==> src/rtl/doorbell_regs.sv <==
module doorbell_regs #(
  parameter int NUM_PEERS = 16,
  parameter int NUM_VEC   = 4
) (
  input  logic               clk,
  input  logic               rst_n,
  input  logic               wr_en,
  input  logic               rd_en,
  input  logic [7:0]         addr,
  input  logic [31:0]        wr_data,
  output logic [31:0]        rd_data,
  input  logic [15:0]        own_id,
  input  logic               cfg_we,
  input  logic [$clog2(NUM_PEERS)-1:0] cfg_peer,
  input  logic [8:0]         cfg_cnt,
  output logic               db_valid,
  output logic [15:0]        db_dest,
  output logic [7:0]         db_vec,
  input  logic               msg_mode,
  input  logic               msg_en,
  input  logic [NUM_VEC-1:0] vec_mask,
  input  logic [NUM_VEC-1:0] evt_in,
  output logic [NUM_VEC-1:0] msg_pulse,
  output logic [NUM_VEC-1:0] pend
);
  localparam int IDX_W = $clog2(NUM_PEERS);
  localparam int KN_W  = IDX_W + 1;

  logic [31:0]      mask_q, stat_q;
  logic [8:0]       cnt_tab [NUM_PEERS];
  logic [KN_W-1:0]  known_q;

  wire [5:0]  wsel   = addr[7:2];
  wire        wr_msk = wr_en && wsel == 6'd0;
  wire        wr_st  = wr_en && wsel == 6'd1;
  wire        wr_db  = wr_en && wsel == 6'd3;
  wire        rd_st  = rd_en && addr == 8'h04;
  wire        lg_evt = !msg_mode && |evt_in;

  wire [15:0]      req_dest = wr_data[31:16];
  wire [7:0]       req_vec  = wr_data[7:0];
  wire             dest_ok  = {16'd0, req_dest} < {{(32-KN_W){1'b0}}, known_q};
  wire [IDX_W-1:0] dest_idx = req_dest[IDX_W-1:0];
  wire             vec_ok   = {1'b0, req_vec} < cnt_tab[dest_idx];
  wire [KN_W-1:0]  cfg_need = {1'b0, cfg_peer} + 1'b1;

  wire [NUM_VEC-1:0] live = (evt_in | pend) & ~vec_mask;
  wire [NUM_VEC-1:0] fire = (msg_mode && msg_en) ? live : '0;

  always_ff @(posedge clk) begin
    if (!rst_n) begin
      mask_q    <= '0;
      stat_q    <= '0;
      rd_data   <= '0;
      known_q   <= '0;
      db_valid  <= 1'b0;
      db_dest   <= '0;
      db_vec    <= '0;
      msg_pulse <= '0;
      pend      <= '0;
      for (int i = 0; i < NUM_PEERS; i++) cnt_tab[i] <= '0;
    end else begin
      if (wr_msk) mask_q <= wr_data;
      if (lg_evt)     stat_q <= 32'd1;
      else if (wr_st) stat_q <= wr_data;
      else if (rd_st) stat_q <= '0;
      if (rd_en) begin
        case (addr)
          8'h00:   rd_data <= mask_q;
          8'h04:   rd_data <= stat_q;
          8'h08:   rd_data <= {16'd0, own_id};
          default: rd_data <= '0;
        endcase
      end
      if (cfg_we) begin
        cnt_tab[cfg_peer] <= cfg_cnt;
        if (cfg_need > known_q) known_q <= cfg_need;
      end
      db_valid <= wr_db && dest_ok && vec_ok;
      if (wr_db) begin
        db_dest <= req_dest;
        db_vec  <= req_vec;
      end
      msg_pulse <= fire;
      if (msg_mode) pend <= (pend | (evt_in & vec_mask)) & ~fire;
    end
  end


  db_dest_known_chk: assert property (@(posedge clk) disable iff (!rst_n)
    db_valid |-> ({16'd0, db_dest} < {{(32-KN_W){1'b0}}, known_q}));

  legacy_no_pulse_chk: assert property (@(posedge clk) disable iff (!rst_n)
    !msg_mode |=> msg_pulse == '0);

  masked_silent_chk: assert property (@(posedge clk) disable iff (!rst_n)
    1'b1 |=> (msg_pulse & $past(vec_mask)) == '0);

  read_clears_chk: assert property (@(posedge clk) disable iff (!rst_n)
    (rd_st && !wr_en && !lg_evt) |=> stat_q == '0);

  event_wins_chk: assert property (@(posedge clk) disable iff (!rst_n)
    lg_evt |=> stat_q == 32'd1);
endmodule

==> config.mk <==
export PLATFORM = sky130hd
export DESIGN_NAME = doorbell_regs
export DESIGN_NICKNAME = d
export VERILOG_FILES = /design/src/rtl/doorbell_regs.sv
export SDC_FILE = /design/constraint.sdc
export NUM_CORES = 1
export LEC_CHECK = 0
export ABC_AREA = 1
export BUFFER_PORTS_ARGS = -buffer_cell sky130_fd_sc_hd__buf_2
export CORE_MARGIN = 1
export CORE_UTILIZATION = 58
export CTS_CLUSTER_DIAMETER = 40
export DETAILED_ROUTE_END_ITERATION = 16
export PLACE_DENSITY_LB_ADDON = 0.2
export SETUP_SLACK_MARGIN = 0.5
export SLEW_MARGIN = 10
export SYNTH_ARGS = -nofsm -noshare
export SYNTH_HDL_FRONTEND = slang
export SYNTH_SLANG_ARGS = --single-unit
export TNS_END_PERCENT = 20
==> constraint.sdc <==
create_clock -name clk -period 2.65 [get_ports clk]
set_input_delay 0.1325 -clock clk [delete_from_list [all_inputs] [get_ports clk]]
set_output_delay 0.1325 -clock clk [all_outputs]
set_load 0.03 [all_outputs]
==> results.py, run 1 <==
metrics = {
    "status": {
        "run_status": "finished, final reports clean",
    },
    "worst_setup_path": {
        "setup_cp_type": "in -> reg",
        "r2r_start": "cnt_tab[14][2]",
        "crit_path_end_kind": "flop",
        "worst_setup_sp_type": "input pin",
        "r2r_end": "db_valid",
        "critical_path_arrival_ps": 2370,
        "ff2ff_path_depth": 11,
        "worst-r2r-setup-slack_ps": 770,
        "required_ps": 3100,
        "timing.critical_path.fanout_max": 79,
    },
    "cells_and_area": {
        "antenna-diode-count": 0,
        "fillers": 1515,
        "mostFrequentLayoutCell": "sky130_fd_sc_hd__nand2_1",
        "flow.area_growth_from_synthesis_pct": 21.33,
        "final_net_count": 1683,
        "final_cell_mix": "sky130_fd_sc_hd__nand2_1 (311), sky130_fd_sc_hd__nor2_1 (272), sky130_fd_sc_hd__buf_2 (148)",
        "area.sequential_mm2": 0.007007,
        "multi_input_comb_area_mm2": 0.004459,
        "post_route_cells_drive_above_1_share": 0.1622,
    },
    "hold_path": {
        "hold_path.class": "in -> reg",
        "min_delay_worst_endpoint": "rd_data[2]",
        "startpoint_of_the_tightest_hold_check_path": "own_id[2]",
        "hold_depth": 5,
    },
    "clock_tree": {
        "htreeDepth": 2,
        "clk_latency_ps": 510,
        "root_buffer": "sky130_fd_sc_hd__clkbuf_16",
        "post_cts.repair.setup_buffers": 0,
        "worst_setup_hold_path_clk_slew_ps": 60,
        "cts_inserted_buffers": 36,
        "clkSinkCount": 278,
        "post_cts_resized": 0,
        "clock_path_buffers": 3,
        "tritoncts": "yes",
    },
    "global_route": {
        "track_usage": 0.3177,
        "grt_start_max_net_pins": 80,
        "overflow": 0,
        "wire_length_of_the_first_global_routing_pass_um": 53740,
        "number_of_global_route_vias_before_repair": 10100,
        "antenna_found_initial": 0,
    },
    "timing": {
        "relSlewSlack": 0.2856,
        "fmaxAchievable_ghz": 0.5198,
        "slew_violations": 0,
        "rsz0062_at_grt": "no",
        "timing_worst_slew_pin_value_ps": 1072,
        "fin_tns_setup_ps": 0,
        "setup_viol_count_final": 0,
        "setup_ws_ps": 726.1,
        "min_period_ps": 1924,
        "worst_clock_skew_ps": 6.812,
        "final.period_utilization": 0.7260,
        "hold_viol_final": 0,
    },
    "floorplanning": {
        "num_io_pins": 149,
        "row_count": 52,
        "initial_utilization": 0.5960,
        "die-height_um": 146.7,
        "design.die.area_mm2": 0.02151,
        "core_mm2": 0.02036,
        "die_width_um": 146.7,
    },
    "power": {
        "pwr-share-seq": 0.463,
        "clock_power_share": 0.457,
        "combinationalPowerShare": 0.079,
        "power.share.switching": 0.2410,
        "internal_power_mw": 7.783,
        "power.static_leakage_nw": 6.098,
        "net_switching_power_of_the_design_mw": 2.472,
        "p_per_area_mw_per_mm2": 696.4,
        "worst_vdd_drop_uv": 585.0,
    },
    "detailed_routing": {
        "route.detailed.drc": 0,
        "route.detailed.vias_per_inst": 5.647,
        "via_count": 10580,
        "remaining_number_of_nets_flagged_by_the_antenna_check_after_routing": 0,
        "detailedRoute.firstIterationViolations": 930,
        "routed_wl_um": 33650,
        "detail_route.first_pass.iterations": 5,
        "wl_per_cell_um": 17.96,
    },
    "synth": {
        "ys.flop_type": "sky130_fd_sc_hd__edfxtp_1",
        "postSynthCellCount": 1395,
        "synth-edff-count": 144,
        "synth_async_sr_flop_share": 0,
        "syn-num-nets": 1499,
        "synth_simple_gate_area_share": 0.2205,
        "netlist-cell-type-count": 33,
        "synthesized_area_fraction_occupied_by_xor_and_xnor_cells": 0.001443,
        "synth-seq-area-share": 0.5773,
        "share_of_synthesized_cell_area_in_full_adder_half_adder_and_majority_cells": 0.02062,
        "synth_mux_area_frac": 0,
        "combinational_family_with_the_most_area_after_synthesis": "simple AND/OR/NAND/NOR gates",
        "synth-compound-area-share": 0.1240,
        "synth_seq_cells": 278,
        "synthesis.area_mm2": 0.01214,
        "synth_area_per_inst_um2": 8.700,
        "yosysWarnings": 0,
    },
    "placement": {
        "numPortBuffers": 148,
        "place.gp.congestion": 0.8946,
        "detailedPlace.worstSlack_ps": 481.4,
        "hpwlAfterDp_um": 21480,
    },
    "run": {
        "max_cap_violations": 0,
    },
}
-- sequential cells by signal, summed over array words and instances (netlist names) --
signal and cells:
cnt_tab 144, known_q 5, mask_q 32, db_valid 1, db_vec 8, db_dest 16, pend 4, msg_pulse 4
rd_data 32, stat_q 32
-- final cells by class --
| cell class | instances | share of cell area |
|---|---|---|
| clock buffers | 43 | 0.06577 |
| clock inverters | 19 | 0.01232 |
| inverters | 74 | 0.01886 |
| multi-input cells | 958 | 0.3028 |
| well taps | 270 | 0.02294 |
| flip-flops and latches | 278 | 0.4758 |
| repair buffers | 231 | 0.1015 |
-- cells in the mapped netlist (3+ instances only) --
master                     instances  area share
sky130_fd_sc_hd__nand3_1          62       0.026
sky130_fd_sc_hd__inv_1            71       0.022
sky130_fd_sc_hd__o21ai_1           4      0.0016
sky130_fd_sc_hd__a21oi_1          96       0.040
sky130_fd_sc_hd__ha_1             20       0.021
sky130_fd_sc_hd__nor2_1          272       0.084
sky130_fd_sc_hd__o21ai_0         118       0.049
sky130_fd_sc_hd__buf_4             9      0.0056
sky130_fd_sc_hd__nor2_2            3      0.0015
sky130_fd_sc_hd__o22ai_1           4      0.0021
sky130_fd_sc_hd__edfxtp_1        144        0.36
sky130_fd_sc_hd__nor3_1            3      0.0012
sky130_fd_sc_hd__a211oi_1          4      0.0025
sky130_fd_sc_hd__nor4_1            9      0.0046
sky130_fd_sc_hd__o211ai_1          6      0.0037
sky130_fd_sc_hd__dfxtp_1         134        0.22
sky130_fd_sc_hd__nand2_1         311       0.096
sky130_fd_sc_hd__buf_2            28       0.012
sky130_fd_sc_hd__o221ai_1         24       0.017
sky130_fd_sc_hd__nand3_2           3      0.0025
sky130_fd_sc_hd__clkbuf_1         44       0.014
sky130_fd_sc_hd__a21oi_2          11      0.0079
-- through the flow --
| stage | instance area (um2) | std cells | power (mW) | util | hold WS (ps) |
|---|---|---|---|---|---|
| 4_1_cts | 14730 | 1873 | 10.26 | 0.7231 | 5.801 |
| 3_5_place_dp | 13060 | 1759 | 5.581 | 0.6411 | 337.3 |
| 2_1_floorplan | 12140 | 1395 | 5.279 | - | 211.0 |
| 6_report | 14730 | 1873 | 10.25 | 0.7231 | 18.62 |
| 3_3_place_gp | 13060 | 1759 | 5.565 | 0.6411 | 331.9 |
| 5_1_grt | 14730 | 1873 | 10.57 | 0.7231 | 44.23 |
-- cells by family after synthesis --
| kind of cell | count (synthesis) |
|---|---|
| AOI/OAI and AO/OA | 268 |
| xor gates and xnor gates | 2 |
| adders and majority gates | 20 |
| buffers and inverters | 159 |
| DFF | 278 |
| and+or+nand+nor | 668 |
-- power groups by stage --
| stage | clock (mW) | sequential [mW] | combinational [mW] |
|---|---|---|---|
| 2_1_floorplan | 0 | 4.82 | 0.464 |
| 3_3_place_gp | 0 | 4.84 | 0.725 |
| 6_report | 4.69 | 4.75 | 0.815 |
| 3_5_place_dp | 0 | 4.84 | 0.742 |
| 4_1_cts | 4.71 | 4.75 | 0.805 |
| 5_1_grt | 4.90 | 4.76 | 0.907 |
-- per-layer routing --
metal,track usage,share of wire
met3,0.06250,0.086
met1,0.4201,0.41
met4,0.1328,0.035
met5,0,0
met2,0.5114,0.47
-- how the worst max path moves through the flow --
| stage | from | to | slack [ps] | depth (start not counted) |
|---|---|---|---|---|
| 6_report | rst_n | msg_pulse[3] | 730 | 6 |
| 3_3_place_gp | wr_data[16] | db_valid | 520 | 14 |
| 4_1_cts | cnt_tab[14][2] | db_valid | 780 | 11 |
| 5_1_grt | rst_n | msg_pulse[3] | 610 | 6 |
| 2_1_floorplan | wr_data[16] | db_valid | 720 | 15 |
| 3_5_place_dp | wr_data[16] | db_valid | 480 | 14 |
-- worst max-delay path, stage by stage --
cell and delay, ps:
sky130_fd_sc_hd__buf_2 90, sky130_fd_sc_hd__buf_4 640, sky130_fd_sc_hd__clkinv_1 210, sky130_fd_sc_hd__buf_4 340, sky130_fd_sc_hd__nor4_1 340, sky130_fd_sc_hd__dlygate4sd3_1 590
-- timing repair --
action | CTS | global route
endpoints found under the setup margin | 0 | 0
hold buffers | 52 | 0
endpoints found under the hold margin | 93 | 0
No activity file was read; power rests on OpenSTA's default activity.
==> inputs of run 2 (changes only) <==
- CORE_UTILIZATION: 58 -> 52
- clock period: 2.65 -> 1.7 ns (I/O delays scaled with it)
==> results.py, run 2 (synthesized netlist as in run 1, its figures left out) <==
metrics = {
    "floorplanning": {
        "design.die.area_mm2": 0.02396,
        "die_width_um": 154.8,
        "num_io_pins": 149,
        "initial_utilization": 0.5328,
        "die-height_um": 154.8,
        "core_mm2": 0.02278,
        "row_count": 55,
    },
    "timing": {
        "final.period_utilization": 1.062,
        "fin_tns_setup_ps": -106.1,
        "relSlewSlack": 0.6328,
        "setup_viol_count_final": 1,
        "fmaxAchievable_ghz": 0.5537,
        "min_period_ps": 1806,
        "slew_violations": 0,
        "setup_ws_ps": -106.1,
        "worst_clock_skew_ps": 20.15,
        "hold_viol_final": 0,
        "rsz0062_at_grt": "yes",
        "timing_worst_slew_pin_value_ps": 550.8,
        "hold_slack_ps": 17.01,
    },
    "detailed_routing": {
        "route.detailed.vias_per_inst": 5.468,
        "wl_per_cell_um": 17.79,
        "detail_route.first_pass.iterations": 6,
        "routed_wl_um": 35330,
        "via_count": 10860,
        "detailedRoute.firstIterationViolations": 1122,
        "remaining_number_of_nets_flagged_by_the_antenna_check_after_routing": 0,
        "route.detailed.drc": 0,
    },
    "worst_setup_path": {
        "crit_path_end_kind": "flop",
        "ff2ff_path_depth": 11,
        "timing.critical_path.slowest_stage_cell": "sky130_fd_sc_hd__edfxtp_1",
        "timing.critical_path.fanout_max": 2,
        "r2r_start": "cnt_tab[14][6]",
        "r2r_end": "db_valid",
        "worst_setup_sp_type": "flop",
        "cpPeakStageDelay_ps": 420,
        "required_ps": 2150,
        "critical-path-top-delay-family": "compound AO/OA/AOI/OAI gates",
        "critical_path_arrival_ps": 2260,
        "worst-r2r-setup-slack_ps": -110,
        "critPathBufInv": 1,
        "crit_chain": "o21ai_0 -> o221ai_1 -> o211ai_1 -> nand2_1 -> inv_1 -> ha_1 -> nand3_1 -> nand2_1 -> nand2_1 -> nand3_1 -> a21oi_2",
        "setup_cp_type": "reg -> reg",
        "cp_common_cell": "sky130_fd_sc_hd__nand2_1",
    },
    "placement": {
        "dp_cells": 1856,
        "place_area_mm2": 0.01365,
        "numPortBuffers": 148,
        "hpwlAfterDp_um": 22750,
        "place.gp.congestion": 0.8812,
    },
    "power": {
        "power_total_mw": 16.78,
        "power.share.switching": 0.2441,
        "pwr-share-seq": 0.442,
        "combinationalPowerShare": 0.096,
        "worst_vdd_drop_uv": 1035,
        "p_per_area_mw_per_mm2": 1071,
        "power.static_leakage_nw": 6.513,
        "net_switching_power_of_the_design_mw": 4.096,
        "clock_power_share": 0.461,
        "internal_power_mw": 12.69,
    },
    "cells_and_area": {
        "flow.area_growth_from_synthesis_pct": 29.09,
        "final_cell_mix": "sky130_fd_sc_hd__nand2_1 (302), sky130_fd_sc_hd__nor2_1 (269), sky130_fd_sc_hd__buf_2 (147)",
        "post_route_cells_drive_above_1_share": 0.2188,
        "fillers": 1802,
        "total_non_filler_cell_area_in_the_finished_layout_mm2": 0.01567,
        "antenna-diode-count": 0,
        "mostFrequentLayoutCell": "sky130_fd_sc_hd__nand2_1",
        "largest_reg_flops": 144,
        "regMostFlops": "cnt_tab",
        "final_net_count": 1749,
        "layout.cells.non_filler": 1986,
    },
    "clock_tree": {
        "clock_path_buffers": 3,
        "tritoncts": "yes",
        "htreeDepth": 2,
        "clk_latency_ps": 510,
        "root_buffer": "sky130_fd_sc_hd__clkbuf_16",
        "worst_setup_hold_path_clk_slew_ps": 60,
        "clkSinkCount": 278,
        "cts_inserted_buffers": 38,
    },
    "hold_path": {
        "min_delay_worst_endpoint": "rd_data[3]",
        "hold_path.class": "in -> reg",
        "hold_depth": 5,
        "startpoint_of_the_tightest_hold_check_path": "own_id[3]",
    },
    "status": {
        "violations": "negative setup slack",
        "run_status": "finished, violations left",
    },
    "global_route": {
        "overflow": 0,
        "number_of_global_route_vias_before_repair": 10010,
        "track_usage": 0.2909,
        "antenna_found_initial": 0,
        "wire_length_of_the_first_global_routing_pass_um": 54150,
        "grt_start_max_net_pins": 53,
    },
    "run": {
        "max_cap_violations": 0,
    },
}
[run 2: changes by cell type in the layout (fill, tap and decap cells not counted), sizes merged]
cell          delta
buf             +59
bufinv           +1
clkbuf           +1
clkinv           +7
clkinvlp         -1
dlygate4sd3      +2
dlymetal6s4s     +1
inv              -1
nand3            +1
[run 2: tightest hold or removal path, cell delays in order]
cell and delay, ps:
sky130_fd_sc_hd__buf_2 70, sky130_fd_sc_hd__nand2_1 70, sky130_fd_sc_hd__nand3_1 100, sky130_fd_sc_hd__nand2_1 60, sky130_fd_sc_hd__a21oi_1 100
[run 2: timing repair]
action / 4_1_cts / 5_1_grt
resized for setup: 11 / 36
gates cloned: 0 / 1
hold endpoints to repair: 101 / 2
hold buffers: 56 / 1
pin swaps: 12 / 10
setup endpoints to repair: 6 / 59
setup buffers: 0 / 6
[run 2: worst max path at each step]
| stage | from | end | slack, ps | depth (start not counted) |
|---|---|---|---|---|
| after floorplan | wr_data[17] | db_valid | -60 | 15 |
| after global placement | wr_data[17] | db_valid | -240 | 14 |
| after detailed placement | wr_data[17] | db_valid | -260 | 14 |
| after CTS | cnt_tab[11][2] | db_valid | -120 | 11 |
| after global routing | cnt_tab[5][4] | db_valid | -240 | 11 |
| final | cnt_tab[14][6] | db_valid | -110 | 11 |
[run 2: power by group through the flow]
stage          Sequential, mW  Combinational [mW]  Clock, mW
3_3_place_gp             7.55                1.26          0
3_5_place_dp             7.54                1.29          0
4_1_cts                  7.41                1.44       7.81
6_report                 7.42                1.62       7.75
2_1_floorplan            7.51               0.764          0
5_1_grt                  7.44                1.75       8.09
[run 2: through the flow]
| stage | setup WS [ps] | util |
|---|---|---|
| final | -106.1 | 0.6878 |
| after global routing | -244.3 | 0.6878 |
| after CTS | -115.2 | 0.6809 |
| after detailed placement | -263.0 | 0.5991 |
| after global placement | -235.5 | 0.5991 |
| after floorplan | -62.14 | - |
[run 2: per-layer routing]
layer | share of wire | vias up | GRT usage
met2 | 0.47 | 533 | 0.4779
met1 | 0.43 | 5070 | 0.4003
met3 | 0.080 | 74 | 0.04539
met5 | 0 | - | 0
met4 | 0.024 | 0 | 0.08157
li1 | - | 5182 | -
[run 2: final cells by class]
class | count | area [um2] | share of cell area
Clock buffer | 43 | 1001 | 0.06389
Clock inverter | 25 | 249.0 | 0.01589
Inverter | 74 | 286.5 | 0.01829
Multi-Input combinational cell | 959 | 4674 | 0.2984
Sequential cell | 278 | 7010 | 0.4475
Tap cell | 313 | 391.6 | 0.02500
Timing Repair Buffer | 294 | 2054 | 0.1311
